[src/rtl/manch_frame_tx.sv]
module manch_frame_tx #(
  parameter int DATA_W      = 16,
  parameter int SYNC_HALVES = 3
) (
  input  logic              clk,
  input  logic              master_rst,
  input  logic              half_tick,
  input  logic              load,
  input  logic [DATA_W-1:0] data_in,
  input  logic              sync_cmd,
  output logic              line,
  output logic              busy,
  output logic              done
);
  localparam int FRAME_HALVES = 2 * SYNC_HALVES + 2 * DATA_W + 2;
  localparam int IDX_W        = $clog2(FRAME_HALVES);
  localparam logic [IDX_W-1:0] SYNC_MID  = IDX_W'(SYNC_HALVES);
  localparam logic [IDX_W-1:0] DATA_BEG  = IDX_W'(2 * SYNC_HALVES);
  localparam logic [IDX_W-1:0] PAR_BEG   = IDX_W'(2 * SYNC_HALVES + 2 * DATA_W);
  localparam logic [IDX_W-1:0] LAST_HALF = IDX_W'(FRAME_HALVES - 1);

  logic [DATA_W-1:0] sh_q;
  logic [IDX_W-1:0]  hidx;
  logic              running, par_q, cmd_q, lvl;

  wire in_data = (hidx >= DATA_BEG) && (hidx < PAR_BEG);

  always_comb begin
    if (hidx < SYNC_MID)      lvl = cmd_q;
    else if (hidx < DATA_BEG) lvl = ~cmd_q;
    else if (in_data)         lvl = hidx[0] ? ~sh_q[DATA_W-1] : sh_q[DATA_W-1];
    else                      lvl = hidx[0] ? ~par_q : par_q;
  end

  assign line = running & lvl;

  always_ff @(posedge clk) begin
    if (master_rst) begin
      busy    <= 1'b0;
      running <= 1'b0;
      done    <= 1'b0;
      hidx    <= '0;
      sh_q    <= '0;
      par_q   <= 1'b0;
      cmd_q   <= 1'b0;
    end else begin
      done <= 1'b0;
      if (!busy && load) begin
        busy    <= 1'b1;
        running <= 1'b0;
        hidx    <= '0;
        sh_q    <= data_in;
        par_q   <= ~^data_in;
        cmd_q   <= sync_cmd;
      end else if (busy && half_tick) begin
        if (!running) begin
          running <= 1'b1;
        end else if (hidx == LAST_HALF) begin
          busy    <= 1'b0;
          running <= 1'b0;
          done    <= 1'b1;
        end else begin
          hidx <= hidx + 1'b1;
          if (in_data && hidx[0]) sh_q <= sh_q << 1;
        end
      end
    end
  end

  assert_idle_low_R1: assert property (@(posedge clk) disable iff (master_rst)
    !busy |-> !line);
  assert_busy_on_load_R2: assert property (@(posedge clk) disable iff (master_rst)
    (load && !busy) |=> busy);
  assert_done_end_R7: assert property (@(posedge clk) disable iff (master_rst)
    done |-> (!busy && !$past(done)));
  assert_load_ignored_R8: assert property (@(posedge clk) disable iff (master_rst)
    (busy && load) |=> $stable(cmd_q) && $stable(par_q));
  assert_midbit_edge_R9: assert property (@(posedge clk) disable iff (master_rst)
    (running && half_tick && in_data && !hidx[0]) |=> (line != $past(line)));
  assert_hold_R10: assert property (@(posedge clk) disable iff (master_rst)
    (busy && !half_tick && !load) |=> ($stable(line) && busy));
endmodule

[config.mk]
export PLATFORM = sky130hd
export DESIGN_NAME = manch_frame_tx
export DESIGN_NICKNAME = d
export VERILOG_FILES = /design/src/rtl/manch_frame_tx.sv
export SDC_FILE = /design/constraint.sdc
export NUM_CORES = 1
export LEC_CHECK = 0
export ABC_AREA = 1
export BUFFER_PORTS_ARGS = -buffer_cell sky130_fd_sc_hd__buf_2
export CAP_MARGIN = 20
export CORE_MARGIN = 4
export CORE_UTILIZATION = 28
export DETAILED_ROUTE_END_ITERATION = 8
export PLACE_DENSITY_LB_ADDON = 0.25
export SETUP_SLACK_MARGIN = 0.05
export SLEW_MARGIN = 20
export SYNTH_ARGS = -nofsm -noshare
export SYNTH_HDL_FRONTEND = slang
export SYNTH_SLANG_ARGS = --single-unit
[constraint.sdc]
create_clock -name clk -period 2.07 [get_ports clk]
set_input_delay 0.207 -clock clk [delete_from_list [all_inputs] [get_ports clk]]
set_output_delay 0.207 -clock clk [all_outputs]
set_load 0.01 [all_outputs]
==> results.yml, run 1 <==
setup_path:
  cp_cell_sequence: "nor3_2, nand2_1, or2_2, a31oi_1, buf_2"
  crit_path_start: "hidx[5]"
  reg2reg_depth: 11
  rrSetupSlack_ns: 0.38
  path_max_fanout: 5
  timing.rr.end: "sh_q[9]"
  cp_data_arrival_time_ns: 1.54
  cpPeakStageDelay_ns: 0.37
  crit_slowest_cell: "dfxtp_1"
  crit_required_ns: 1.86
  timing.rr.start: "hidx[0]"
  end_kind: "output pin"
  start_kind: "register"
  crit_type: "reg -> out"
  crit_path_end: "line"
detailed_routing:
  vias: 1608
  viasPerCell: 4.33
  dr.first_iter.drc_count: 35
  drcViolationCount: 0
  totalWireLength_mm: 3.67
  firstDrtPassIters: 4
  ant_nets: 0
  wl_per_cell_um: 9.89
final_layout:
  drive_above_1_share_pct: 20.3
  fill_cells: 682
  n_antenna_cell: 0
  multiInputGateArea_um2: 1020
  area_growth_syn_to_layout_pct: 13.0
  final_nets: 319
  fin_util_pct: 32.8
  layout_commonest_cell: "nand2_1"
  stdcell_count: 371
  seqCellArea_um2: 541
  final_cell_mix: "nand2_1, inv_1, dfxtp_1"
floorplan:
  fp.dieH_um: 86.5
  rows: 28
  start_util_pct: 29.0
  core_area_um2: 5960
  die-area_um2: 7490
  io_pins: 24
  die_w_um: 86.5
global_routing:
  use_met1_pct: 13.1
  grt_busiest_layer: "met2"
  grt_pass1_wl_mm: 6.11
  grt_usage_pct: 10.0
  grt_pass1_vias: 1411
  use_met2_pct: 16.9
  grt_max_degree: 29
  grt_overflow: 0
  use_met3_pct: 2.28
  antenna_found_initial: 0
yosys:
  synth_cell_types: 30
  yosys_warnings: 0
  yosysSeqAreaShare_pct: 31.3
  postSynthAreaPerCell_um2: 6.30
  syn-cell-area_um2: 1730
  ys_seq_elements: 27
  syn_inst: 274
  synth_nets: 296
sta:
  fmax_mhz: 571
  period_share_pct: 84.6
  setup_viol: 0
  drv_slew: 0
  rsz0062_at_grt: "false"
  fin_crit_ns: 1.75
  hold_viol_final: 0
  clock_skew_ns: 0.0103
  whs_ns: 0.165
  relSlewSlack_pct: 69.5
  tightest_slew_ns: 0.454
  tns_ns: 0
clock_network:
  insertion_delay_ns: 0.28
  numCtsBuffers: 3
  cts_buffer_depth: 2
  cts_setup_buffers: 0
  hold_buffers: 0
  clk_pin_slew_ns: 0.11
  cts_max_level: 1
  clock_sinks: 27
  cts-resized-gates: 0
  root_buffer: "clkbuf_8"
  cts_tree: "yes"
place:
  place_congestion: 0.813
  dp.cells: 367
  dpl.hpwl_mm: 2.87
  portBuffers: 23
power_and_ir_drop:
  leakage_nw: 0.920
  vdd_drop_max_v: 0.000346
  p_per_area_nw_per_um2: 564
  power_mw: 1.10
job:
  cap_violations: 0
status:
  status: "completed"
min_path:
  min_path_cells: 3
  hp-class: "in -> reg"
-- through the flow --
step | area, µm² | setup WS, ns
after CTS | 1950 | 0.296
after global routing | 1950 | 0.197
after detailed placement | 1900 | 0.386
final | 1950 | 0.318
after global placement | 1900 | 0.444
after floorplan | 1730 | 0.585
-- cells by family (layout without fill, tap and decap cells) --
| logic type | Yosys count | after routing | share of synthesized area (%) |
|---|---|---|---|
| adder cells (fa/ha/maj) | 1 | 1 | 0.725 |
| buffers and inverters | 37 | 59 | 9.71 |
| flip-flops | 27 | 27 | 31.3 |
| AND/OR/NAND/NOR | 162 | 162 | 39.7 |
| XOR/XNOR | 11 | 11 | 5.58 |
| AO/OA/AOI/OAI | 36 | 36 | 13.0 |
-- sequential cells by signal (all words and copies together), names as in the netlist --
register,flops
sh_q,16
hidx,6
busy,1
cmd_q,1
done,1
par_q,1
running,1
-- final cells by class --
type	count	area share, %
clock buffers	3	2.12
flip-flops and latches	27	27.7
multi-input cells	210	52.2
repair buffers	25	6.67
well taps	75	4.81
clock inverters	1	0.449
inverters	30	6.03
-- synth_stat cells, drive strengths merged --
cell type	instances	area (µm²)
o211ai	1	7.51
buf	2	31.3
ha	1	12.5
nor2	19	83.8
xnor2	6	52.6
xor2	5	43.8
nor3	3	20.0
a211oi	1	7.51
nor3b	1	7.51
or2	1	6.26
dfxtp	27	541
nand4	1	6.26
clkbuf	5	18.8
a31oi	1	6.26
nand3	4	25.0
nand2	133	537
o21ai	12	60.1
inv	30	118
a21oi	21	143
-- critical path: cells and delay by family (launching register included) --
| family | cells | cell delay (ns) |
|---|---|---|
| compound gates | 1 | 0.15 |
| buf+inv | 1 | 0.15 |
| simple gates | 3 | 0.59 |
| flops | 1 | 0.37 |
-- layer usage --
layer | wire length, µm | part of all wire [%]
met1 | 1920 | 52
met2 | 1650 | 45
met3 | 103 | 2.8
met4 | 0 | 0
met5 | 0 | 0
-- where the power goes --
part	leakage, nW	internal, mW	switching [mW]
Sequential	0.219	0.539	0.0140
Combinational	0.675	0.0832	0.143
Clock	0.0261	0.141	0.180
Total	0.920	0.764	0.337
-- worst min path at each step --
| stage | end | from | slack, ns |
|---|---|---|---|
| after floorplan | cmd_q | sync_cmd | 0.36 |
| after global placement | sh_q[11] | sh_q[11] | 0.45 |
| after detailed placement | sh_q[11] | sh_q[11] | 0.46 |
| after CTS | cmd_q | sync_cmd | 0.16 |
| after global routing | cmd_q | sync_cmd | 0.16 |
| final | cmd_q | sync_cmd | 0.17 |
No activity file was read; power rests on OpenSTA's default activity.
==> run 2: changes to the inputs <==
--- a/config.mk
+++ b/config.mk
@@ -5,7 +5,7 @@
 export SDC_FILE = /design/constraint.sdc
 export NUM_CORES = 1
 export LEC_CHECK = 0
-export ABC_AREA = 1
+export ABC_AREA = 0
 export BUFFER_PORTS_ARGS = -buffer_cell sky130_fd_sc_hd__buf_2
 export CAP_MARGIN = 20
 export CORE_MARGIN = 4
==> constraint.sdc (replaced) <==
create_clock -name clk -period 1.6 [get_ports clk]
set_input_delay 0.16 -clock clk [delete_from_list [all_inputs] [get_ports clk]]
set_output_delay 0.16 -clock clk [all_outputs]
set_load 0.01 [all_outputs]
==> run 2 against run 1 <==
The flow now finishes with violations (negative setup slack). Final area increased by 8.8%. Critical endpoint unchanged. Core utilization increased by 11 points. Highest routed layer is now met4. Clock-buffer cell count increased by 1. Flip-flop and latch count unchanged. Combinational power increased by 42%. Register-to-register slack got worse by 0.55 ns. Non-clock buffer count increased by 22. Total power increased by 34%. Critical path depth increased by 2. Global-route usage increased by 1.9 points. Via count decreased by 20%. Die area decreased by 14%.
==> results.yml, run 2 <==
clock_network:
  clock_sinks: 27
  root_buffer: "clkbuf_8"
  hold_buffers: 0
  clk_pin_slew_ns: 0.09
  cts_tree: "yes"
  cts_buffer_depth: 2
  insertion_delay_ns: 0.27
  cts_max_level: 1
  numCtsBuffers: 3
yosys:
  async_flop_share_pct: 0
  syn_inst: 167
  synth_top_area_cell: "dfxtp_1"
  yosysSeqAreaShare_pct: 37.2
  postSynthAreaPerCell_um2: 8.70
  post-synth-top-count-cell: "dfxtp_1"
  ys_top_cells_by_count: "dfxtp_1, nor2_1, nand2_1"
  syn-cell-area_um2: 1450
  yosys-top-cells-area: "dfxtp_1, xnor2_1, a211oi_1"
  synth_cell_types: 32
  synth_edf_count: 0
  yosys_warnings: 0
  synth_nets: 189
  yosys.area.top_type_share_pct: 37.2
  synthFlopType: "dfxtp_1"
  ys_seq_elements: 27
detailed_routing:
  dr.first_iter.drc_count: 38
  totalWireLength_mm: 3.65
  wl_per_cell_um: 13.4
  drcViolationCount: 0
  viasPerCell: 4.73
  firstDrtPassIters: 4
  vias: 1286
  ant_nets: 0
status:
  status: "finished, violations left"
  violations: "negative setup slack"
min_path:
  hp-class: "in -> reg"
floorplan:
  rows: 25
  die-area_um2: 6400
  die_w_um: 80.0
  core_area_um2: 4880
  start_util_pct: 29.8
  io_pins: 24
  fp.dieH_um: 80.0
sta:
  layout_setup_ws_ns: -0.304
  fmax_mhz: 525
  rsz0062_at_grt: "true"
  period_share_pct: 119
  hold_viol_final: 0
  fin_crit_ns: 1.90
  clock_skew_ns: 0.00275
  setup_viol: 17
  tightest_slew_ns: 0.366
  drv_slew: 0
  relSlewSlack_pct: 75.6
final_layout:
  stdcell_count: 272
  area_growth_syn_to_layout_pct: 46.1
  final_cell_mix: "nor2_1, buf_2, dfxtp_1"
  drive_above_1_share_pct: 51.7
  top_regs: "sh_q (16), hidx (6)"
  design_area_um2: 2120
  final_nets: 228
  n_antenna_cell: 0
  largest_register: "sh_q"
  largest_reg_flops: 16
setup_path:
  end_kind: "output pin"
  path_max_fanout: 3
  crit_required_ns: 1.44
  cp_data_arrival_time_ns: 1.74
  start_kind: "register"
  crit_type: "reg -> out"
job:
  cap_violations: 0
global_routing:
  grt_usage_pct: 12.0
  grt_pass1_vias: 1307
  grt_max_degree: 21
  antenna_found_initial: 0
  grt_pass1_wl_mm: 6.11
  grt_overflow: 0
power_and_ir_drop:
  p_per_area_nw_per_um2: 696
  leakage_nw: 0.783
  vdd_drop_max_v: 0.000355
place:
  place_worst_setup_slack_ns: -0.0196
  dpl.hpwl_mm: 2.36
  dp.cells: 262
  place_congestion: 0.745
  placed_area_um2: 1770
  portBuffers: 23
-- run 2: worst paths after layout --
check | startpoint | to | slack, ns | cells after the start
setup / recovery | hidx[2] | line | -0.30 | 7
hold / removal | sync_cmd | cmd_q | 0.12 | 3
setup reg to reg | hidx[2] | sh_q[2] | -0.17 | 10
hold reg to reg | sh_q[11] | sh_q[11] | 0.48 | 2
-- run 2: timing repair --
action / in CTS / in global routing
cloned: 2 / 0
pin swaps: 5 / 26
setup endpoints to repair: 16 / 19
resized for setup: 8 / 42
buffers inserted: 1 / 4
-- run 2: layout make-up --
class / instances / area (µm²)
multi-input combinational: 127 / 1060
fill: 493 / 2760
timing repair buffer: 47 / 377
clock buffer: 4 / 45.0
sequential: 27 / 552
tap: 67 / 83.8
-- run 2: stage by stage --
step	util [%]	total power, mW	hold slack, ns	TNS (ns)
floorplan	-	0.942	0.296	-0.451
global placement	36.3	1.03	0.413	-0.0124
detailed placement	36.3	1.03	0.415	-0.0301
CTS	38.9	1.44	0.118	-0.768
global route	43.5	1.56	0.117	-3.16
finish	43.5	1.48	0.118	-1.77
-- run 2: cell families after synthesis --
logic type / count (synthesis) / share of synthesized area, %
mux: 3 / 2.15
xor+xnor: 22 / 13.3
simple gates: 58 / 17.9
fa+ha+maj: 1 / 0.861
buf+inv: 14 / 5.77
flops: 27 / 37.2
compound gates: 42 / 22.8
-- run 2: where the power goes --
group / total, mW / switching [mW] / internal (mW) / leakage, nW
combinational: 0.320 / 0.158 / 0.162 / 0.536
sequential: 0.757 / 0.0430 / 0.714 / 0.225
clock: 0.399 / 0.221 / 0.179 / 0.0228
-- run 2: layer usage --
layer	global-route usage [%]	up-vias	wire [µm]	share of wire [%]
li1	-	652	-	-
met4	2.53	0	60	1.6
met5	0	-	0	0
met3	3.39	6	187	5.1
met1	16.1	602	1710	47
met2	18.9	26	1690	46
-- run 2: worst max-delay path, stage by stage (launching register included) --
cell,delay (ns)
dfxtp_4,0.36
a211oi_4,0.27
buf_4,0.16
mux2i_2,0.22
xnor2_1,0.16
a21oi_1,0.10
nor2_1,0.08
buf_2,0.13
==> run 3: changes to the inputs <==
==> constraint.sdc (replaced) <==
create_clock -name clk -period 1.7 [get_ports clk]
set_input_delay 0.17 -clock clk [delete_from_list [all_inputs] [get_ports clk]]
set_output_delay 0.17 -clock clk [all_outputs]
set_load 0.01 [all_outputs]
==> run 3 against run 2 <==
The run still ends with negative setup slack left. Die area unchanged. Via count decreased by 3.5%. Clock power decreased by 7.8%. Clock-buffer cell count unchanged. Critical endpoint unchanged. Largest cell class unchanged. Total power decreased by 9.3%. First-iteration DRC count increased by 53%. Critical path type unchanged. Wire length decreased by 6.8%. Flip-flop and latch count unchanged. Sequential power decreased by 7.4%. Combinational power decreased by 16%. Register-to-register slack improved by 0.12 ns.
==> results.yml, run 3 (synthesis results as in run 2) <==
detailed_routing:
  totalWireLength_mm: 3.40
  viasPerCell: 4.72
  vias: 1241
  dr.first_iter.drc_count: 58
  ant_nets: 0
  firstDrtPassIters: 4
  wl_per_cell_um: 12.9
  drcViolationCount: 0
clock_network:
  cts_tree: "yes"
  cts_max_level: 1
  root_buffer: "clkbuf_8"
  hold_buffers: 0
  cts_buffer_depth: 2
  numCtsBuffers: 3
  clk_pin_slew_ns: 0.09
  clock_sinks: 27
  insertion_delay_ns: 0.27
sta:
  hold_viol_final: 0
  drv_slew: 0
  period_share_pct: 115
  layout_setup_ws_ns: -0.247
  clock_skew_ns: 0.00326
  rsz0062_at_grt: "true"
  fin_crit_ns: 1.95
  fmax_mhz: 514
  tns_ns: -0.329
  whs_ns: 0.129
  tightest_slew_ns: 0.337
  relSlewSlack_pct: 77.5
  setup_viol: 4
floorplan:
  start_util_pct: 29.8
  die_w_um: 80.0
  rows: 25
  core_area_um2: 4880
  fp.dieH_um: 80.0
  die-area_um2: 6400
  io_pins: 24
setup_path:
  crit_required_ns: 1.53
  end_kind: "output pin"
  cp_cell_sequence: "buf_4, or4_1, a21oi_2, a21oi_1, nor2_1, buf_2"
  timing.rr.start: "hidx[2]"
  cpPeakStageDelay_ns: 0.53
  crit_path_start: "hidx[4]"
  path_max_fanout: 5
  cp_data_arrival_time_ns: 1.78
  crit_slowest_cell: "or4_1"
  crit_type: "reg -> out"
  start_kind: "register"
global_routing:
  grt_usage_pct: 11.2
  grt_overflow: 0
  antenna_found_initial: 0
  grt_max_degree: 21
  grt_pass1_wl_mm: 5.75
  grt_pass1_vias: 1215
final_layout:
  area_growth_syn_to_layout_pct: 28.9
  drive_above_1_share_pct: 40.8
  final_nets: 219
  top_regs: "sh_q (16), hidx (6)"
  n_antenna_cell: 0
  largest_register: "sh_q"
  largest_reg_flops: 16
  final_cell_mix: "nor2_1, dfxtp_1, buf_2"
  stdcell_count: 263
power_and_ir_drop:
  vdd_drop_max_v: 0.000565
  leakage_nw: 0.703
  p_int_mw: 0.972
  comb_power_share_pct: 20.2
  power_mw: 1.34
  power_frac_seq_pct: 52.4
  power.switching_mw: 0.367
  p_sw_share_pct: 27.4
  pwr-share-clk_pct: 27.5
  p_per_area_nw_per_um2: 715
place:
  portBuffers: 23
  dp.cells: 255
  dpl.hpwl_mm: 2.22
  place_congestion: 0.790
status:
  status: "finished, violations left"
  violations: "negative setup slack"
min_path:
  hp-start: "sync_cmd"
  hp-class: "in -> reg"
job:
  cap_violations: 0
==> run 3: cell count changes in the layout (fill, tap and decap cells not counted), sizes merged <==
cell  before  now
buf       47   38
==> run 3: final cells by class <==
class | count | area (µm²)
Sequential cell | 27 | 551
Fill cell | 514 | 3010
Multi-Input combinational cell | 127 | 950
Clock buffer | 4 | 45.0
Tap cell | 67 | 83.8
Timing Repair Buffer | 38 | 244
==> run 3: worst paths after layout <==
| check | endpoint | slack (ns) | cells past startpoint |
|---|---|---|---|
| worst max-delay path | line | -0.25 | 6 |
| worst max register to register | sh_q[12] | -0.05 | 7 |
| worst min register to register | cmd_q | 0.48 | 2 |
| worst min-delay path | cmd_q | 0.13 | 3 |
==> run 3: repair_timing <==
| action | in CTS | in global routing |
|---|---|---|
| hold endpoints to repair | 0 | 0 |
| setup buffers | 1 | 2 |
| pin swaps | 8 | 16 |
| cloned | 1 | 0 |
| setup endpoints to repair | 14 | 16 |
| gates resized for setup | 4 | 19 |
==> run 3: power by group through the flow <==
stage / combinational [mW] / clock [mW] / sequential [mW]
finish: 0.270 / 0.368 / 0.701
floorplan: 0.178 / 0 / 0.709
CTS: 0.254 / 0.387 / 0.700
global placement: 0.251 / 0 / 0.713
detailed placement: 0.252 / 0 / 0.712
global route: 0.298 / 0.417 / 0.706
==> run 3: metal layers <==
layer	up-vias	share of wire [%]	global-route usage [%]	wire [µm]
met3	2	5.3	3.50	180
met4	0	0.79	2.53	27
met5	-	0	0	0
li1	632	-	-	-
met2	28	44	17.0	1480
met1	579	50	15.6	1710
==> run 3: metrics by stage <==
step | cell area, µm² | util [%] | setup WS, ns
2_1_floorplan | 1480 | - | 0.0190
3_3_place_gp | 1700 | 34.8 | -0.00323
5_1_grt | 1870 | 38.4 | -0.316
4_1_cts | 1770 | 36.3 | -0.230
6_report | 1870 | 38.4 | -0.247
3_5_place_dp | 1700 | 34.8 | -0.0187
==> run 3: worst max-delay path: cells and delay by family (launching register included) <==
| kind | cells | cell delay (ns) |
|---|---|---|
| and+or+nand+nor | 2 | 0.65 |
| DFF | 1 | 0.35 |
| AOI/OAI and AO/OA | 2 | 0.20 |
| buffers and inverters | 2 | 0.30 |
